## config.mk

```make
export PLATFORM = sky130hd
export DESIGN_NAME = lutmul_rom_mult
export DESIGN_NICKNAME = d
export VERILOG_FILES = /design/src/rtl/lutmul_pkg.sv /design/src/rtl/lutmul_rom.sv /design/src/rtl/lutmul_stage_ctrl.sv /design/src/rtl/lutmul_rom_mult.sv
export SDC_FILE = /design/constraint.sdc
export NUM_CORES = 1
export LEC_CHECK = 0
export BUFFER_PORTS_ARGS = -buffer_cell sky130_fd_sc_hd__buf_2
export CORE_AREA = 3 3 52 54
export DETAILED_ROUTE_END_ITERATION = 6
export DIE_AREA = 0 0 55 57
export PLACE_DENSITY = 0.76
export SLEW_MARGIN = 40
export SYNTH_ARGS = -nofsm -noshare
export SYNTH_HDL_FRONTEND = slang
export SYNTH_SLANG_ARGS = --single-unit
```

## constraint.sdc

```tcl
create_clock -name clk -period 3 [get_ports clk]
set_clock_uncertainty 0.2 [all_clocks]
set_input_delay 0.45 -clock clk [delete_from_list [all_inputs] [get_ports clk]]
set_output_delay 0.45 -clock clk [all_outputs]
set_load 0.02 [all_outputs]
```

## src/rtl/lutmul_pkg.sv

```systemverilog
package lutmul_pkg;
  localparam int OP_W   = 4;
  localparam int ADDR_W = 2 * OP_W;
  localparam int PROD_W = 2 * OP_W;
  localparam int DEPTH  = 1 << ADDR_W;

  // Table word for one address: upper half times lower half, both signed.
  function automatic logic [PROD_W-1:0] table_word(input logic [ADDR_W-1:0] addr);
    logic [OP_W-1:0]          hi_bits;
    logic [OP_W-1:0]          lo_bits;
    logic signed [PROD_W-1:0] hi_ext;
    logic signed [PROD_W-1:0] lo_ext;
    logic signed [PROD_W-1:0] prod;
    hi_bits = addr[ADDR_W-1:OP_W];
    lo_bits = addr[OP_W-1:0];
    hi_ext  = {{OP_W{hi_bits[OP_W-1]}}, hi_bits};
    lo_ext  = {{OP_W{lo_bits[OP_W-1]}}, lo_bits};
    prod    = hi_ext * lo_ext;
    return prod;
  endfunction
endpackage

```

## src/rtl/lutmul_rom.sv

```systemverilog
module lutmul_rom
  import lutmul_pkg::*;
(
  input  logic              clk,
  input  logic              rd_en,
  input  logic [ADDR_W-1:0] rd_addr,
  output logic [PROD_W-1:0] rd_data
);
  logic [PROD_W-1:0] rom_tbl [DEPTH];

  // Constant contents, evaluated at elaboration.
  for (genvar i = 0; i < DEPTH; i++) begin : g_fill
    assign rom_tbl[i] = table_word(ADDR_W'(i));
  end

  // Synchronous read with an enable and no reset, in the shape of a block memory port.
  always_ff @(posedge clk) begin
    if (rd_en) rd_data <= rom_tbl[rd_addr];
  end
endmodule

```

## src/rtl/lutmul_stage_ctrl.sv

```systemverilog
module lutmul_stage_ctrl (
  input  logic clk,
  input  logic rst_n,
  input  logic in_valid,
  input  logic out_ready,
  output logic in_ready,
  output logic load_en,
  output logic out_valid
);
  logic valid_q;

  assign in_ready  = !valid_q || out_ready;
  assign load_en   = in_ready && in_valid;
  assign out_valid = valid_q;

  always_ff @(posedge clk) begin
    if (!rst_n)        valid_q <= 1'b0;
    else if (in_ready) valid_q <= in_valid;
  end
endmodule

```

## src/rtl/lutmul_rom_mult.sv

```systemverilog
module lutmul_rom_mult
  import lutmul_pkg::*;
(
  input  logic              clk,
  input  logic              rst_n,
  input  logic              in_valid,
  output logic              in_ready,
  input  logic [OP_W-1:0]   in_mplier,
  input  logic [OP_W-1:0]   in_mcand,
  output logic              out_valid,
  input  logic              out_ready,
  output logic [PROD_W-1:0] out_product
);
  logic              load_en;
  logic [ADDR_W-1:0] rom_addr;

  // Multiplier in the upper nibble, multiplicand in the lower nibble.
  assign rom_addr = {in_mplier, in_mcand};

  lutmul_stage_ctrl u_ctrl (
    .clk       (clk),
    .rst_n     (rst_n),
    .in_valid  (in_valid),
    .out_ready (out_ready),
    .in_ready  (in_ready),
    .load_en   (load_en),
    .out_valid (out_valid)
  );

  lutmul_rom u_rom (
    .clk     (clk),
    .rd_en   (load_en),
    .rd_addr (rom_addr),
    .rd_data (out_product)
  );
endmodule

```

==> results.yml <==
synthesis:
  synth_top_area_share_pct: 19.30
  syn_avg_cell_area_um2: 7.500
  yosysSeqAreaShare_pct: 20.90
  synth_edf_count: 8
  yosysWarnings: 0
  synthDistinctLibCells: 44
  yosys.area.top_type: "edfxtp_1"
  synth_nets: 185
  synth_flop_cell: "edfxtp_1"
  synthCells: 166
  async_reset_ff_share_pct: 0
  syn_area_mm2: 0.001245
  ys_seq_elements: 9
  netlist_top_cells_area: "edfxtp_1, ha_1, a21oi_1"
drt:
  initialDrtViolationCount: 83
  via_per_inst: 6.741
  ant_nets: 0
  avgRoutedWirePerCell_um: 16.40
  dr.pass1.iters: 4
  vias: 1382
  drc: 0
  drt-total-wl_mm: 3.362
floorplan:
  fp.coreArea_mm2: 0.002255
  dieHeight_um: 57
  start_util_pct: 55.22
  die-width_um: 55
  rows: 17
  ioPinCount: 22
  die_area_mm2: 0.003135
setup_path:
  rrSetupSlack_ns: 1.71
  critical-path-slowest-cell: "ha_1"
  cp.depth: 8
  worstSetupEndpointType: "flop"
  crit_type: "input pin to flop"
  cp_top_family: "compound AO/OA/AOI/OAI gates"
  critPathMaxStageDelay_ns: 0.40
  cp_data_required_time_ns: 2.81
  crit_buf_inv: 2
  crit_path_end: "u_rom.rd_data[3]"
  r2r-end: "u_rom.rd_data[5]"
  crit_arrival_ns: 2.26
  startpoint_type: "input pin"
  cp_cell_sequence: "buf_2 > inv_1 > ha_1 > xor2_1 > a22o_1 > a221oi_1 > nor4_1 > a31o_1"
  r2r-start: "u_ctrl.out_valid"
  setup.worst_path.start: "in_mcand[1]"
  path_max_fanout: 17
  ff2ff_path_depth: 2
cts:
  clk_pin_slew_ns: 0.06
  cts_buffers: 3
  clkLatencyLatePin_ns: 0.26
  postCtsSetupRepairBufs: 0
  cts.sinks: 9
  cts_tree: "yes"
  cts_buffer_depth: 2
  ctsResizeCount: 0
  root_buffer: "clkbuf_4"
  ctsHoldBuffers: 0
  htree_levels: 1
power:
  vdd_ir_drop_max_uv: 199.2
  cellPowerDensity_mw_per_mm2: 314.7
  p_leak_nw: 0.5403
place:
  dp_hpwl_mm: 2.399
  place_congestion: 0.9065
  place_ws_ns: 0.3222
  placed_area_mm2: 0.001323
  portBuffers: 21
global_route:
  track_usage_pct: 23.04
  grt_pass1_vias: 1230
  grt_max_degree: 26
  grt_pass1_wl_mm: 5.568
  antenna_found_initial: 0
  gr-total-overflow: 0
finish:
  syn2layout_area_growth_pct: 8.341
  nets: 197
  layout-drive-gt1-share_pct: 16.38
  antenna_cells: 0
  fin_area_mm2: 0.001349
timing:
  fin_ws_ns: 0.5504
  fmax_mhz: 408.2
  finalSetupTns_ns: 0
  period_needed_ns: 2.450
  maxSlewViolCount: 0
  tightestPinTransition_ns: 0.4589
  setup_viol: 0
  rsz0062_at_grt: "false"
  slew_headroom_pct: 69.41
  period_share_pct: 81.65
  hold_viol_final: 0
status:
  status: "finished, final reports clean"
worst_hold_path:
  min_path_type: "input pin to flop"
  holdPathStages: 3
job:
  cap_violations: 0
[cells in the mapped netlist, types with 2 or more instances]
| cell type | instances |
|---|---|
| or2b_1 | 2 |
| ha_1 | 7 |
| o211ai_1 | 5 |
| nand3b_1 | 3 |
| inv_1 | 10 |
| o22ai_1 | 2 |
| edfxtp_1 | 8 |
| nand3_1 | 2 |
| a221oi_1 | 2 |
| buf_2 | 11 |
| nor4_1 | 3 |
| a311oi_1 | 3 |
| a221o_1 | 2 |
| nor2_1 | 13 |
| nand4_1 | 2 |
| a21oi_1 | 17 |
| a311o_1 | 2 |
| xnor2_1 | 2 |
| nor3_1 | 6 |
| clkbuf_1 | 4 |
| nand2_1 | 15 |
| mux2i_1 | 2 |
| xor2_1 | 4 |
| a31oi_1 | 4 |
| nand2b_1 | 5 |
| o2111ai_1 | 4 |
| a211oi_1 | 4 |
| o21ai_0 | 6 |
[tightest hold or removal path, delay by kind of cell]
family,cells,cell delay [ns]
AOI/OAI and AO/OA,1,0.06
buffers and inverters,2,0.14
[area by class of cell]
cell class	instances	area, µm²
multi-input cells	130	862.1
flip-flops and latches	9	260.3
repair buffers	24	127.6
clock buffers	4	26.28
well taps	28	35.03
fillers	213	905.9
inverters	10	37.54
[placed cells by master, fill, tap and decap left out, types with 5 or more instances in the layout]
master	n
nand2_1	15
a21oi_1	17
nand2b_1	5
inv_1	10
ha_1	7
nor3_1	6
nor2_1	13
buf_2	21
o211ai_1	5
o21ai_0	6
edfxtp_1	8
[routing by layer]
layer	vias up	part of all wire (%)	GRT usage (%)
met5	-	0	0
met2	93	49	37.33
li1	640	-	-
met1	641	39	30.98
met4	0	1.7	9.722
met3	8	10	1.305
[registers in the layout, summed over array words and instances (netlist names)]
signal            flops
u_ctrl.out_valid      1
u_rom.rd_data         8
[worst min path at each step]
stage,start,slack (ns),endpoint
6_report,in_valid,0.24,u_ctrl.out_valid
5_1_grt,rst_n,0.25,u_ctrl.out_valid
4_1_cts,rst_n,0.24,u_ctrl.out_valid
3_5_place_dp,u_ctrl.out_valid,0.33,u_ctrl.out_valid
3_3_place_gp,u_ctrl.out_valid,0.30,u_ctrl.out_valid
2_1_floorplan,in_valid,0.39,u_ctrl.out_valid
[kinds of logic after synthesis]
group	share of synthesized area [%]
adder cells (fa/ha/maj)	7.035
buffers and inverters	9.849
flip-flops	20.90
AO/OA/AOI/OAI	31.26
multiplexers	3.417
XOR/XNOR	4.221
AND/OR/NAND/NOR	23.32
[through the flow]
step	cells	util (%)	hold slack, ns	total power, mW
final	205	59.82	0.2438	0.4244
after detailed placement	201	58.66	0.3254	0.3314
after CTS	205	59.82	0.2422	0.4222
after floorplan	166	-	0.3888	0.2876
after global routing	205	59.82	0.2544	0.4494
after global placement	201	58.66	0.2988	0.3257
[where the power goes]
part	switching (mW)	internal, mW	total [mW]
Sequential	0.00213	0.150	0.152
Combinational	0.115	0.0655	0.180
Clock	0.0412	0.0512	0.0923
Power figures use the tool's default switching activity.
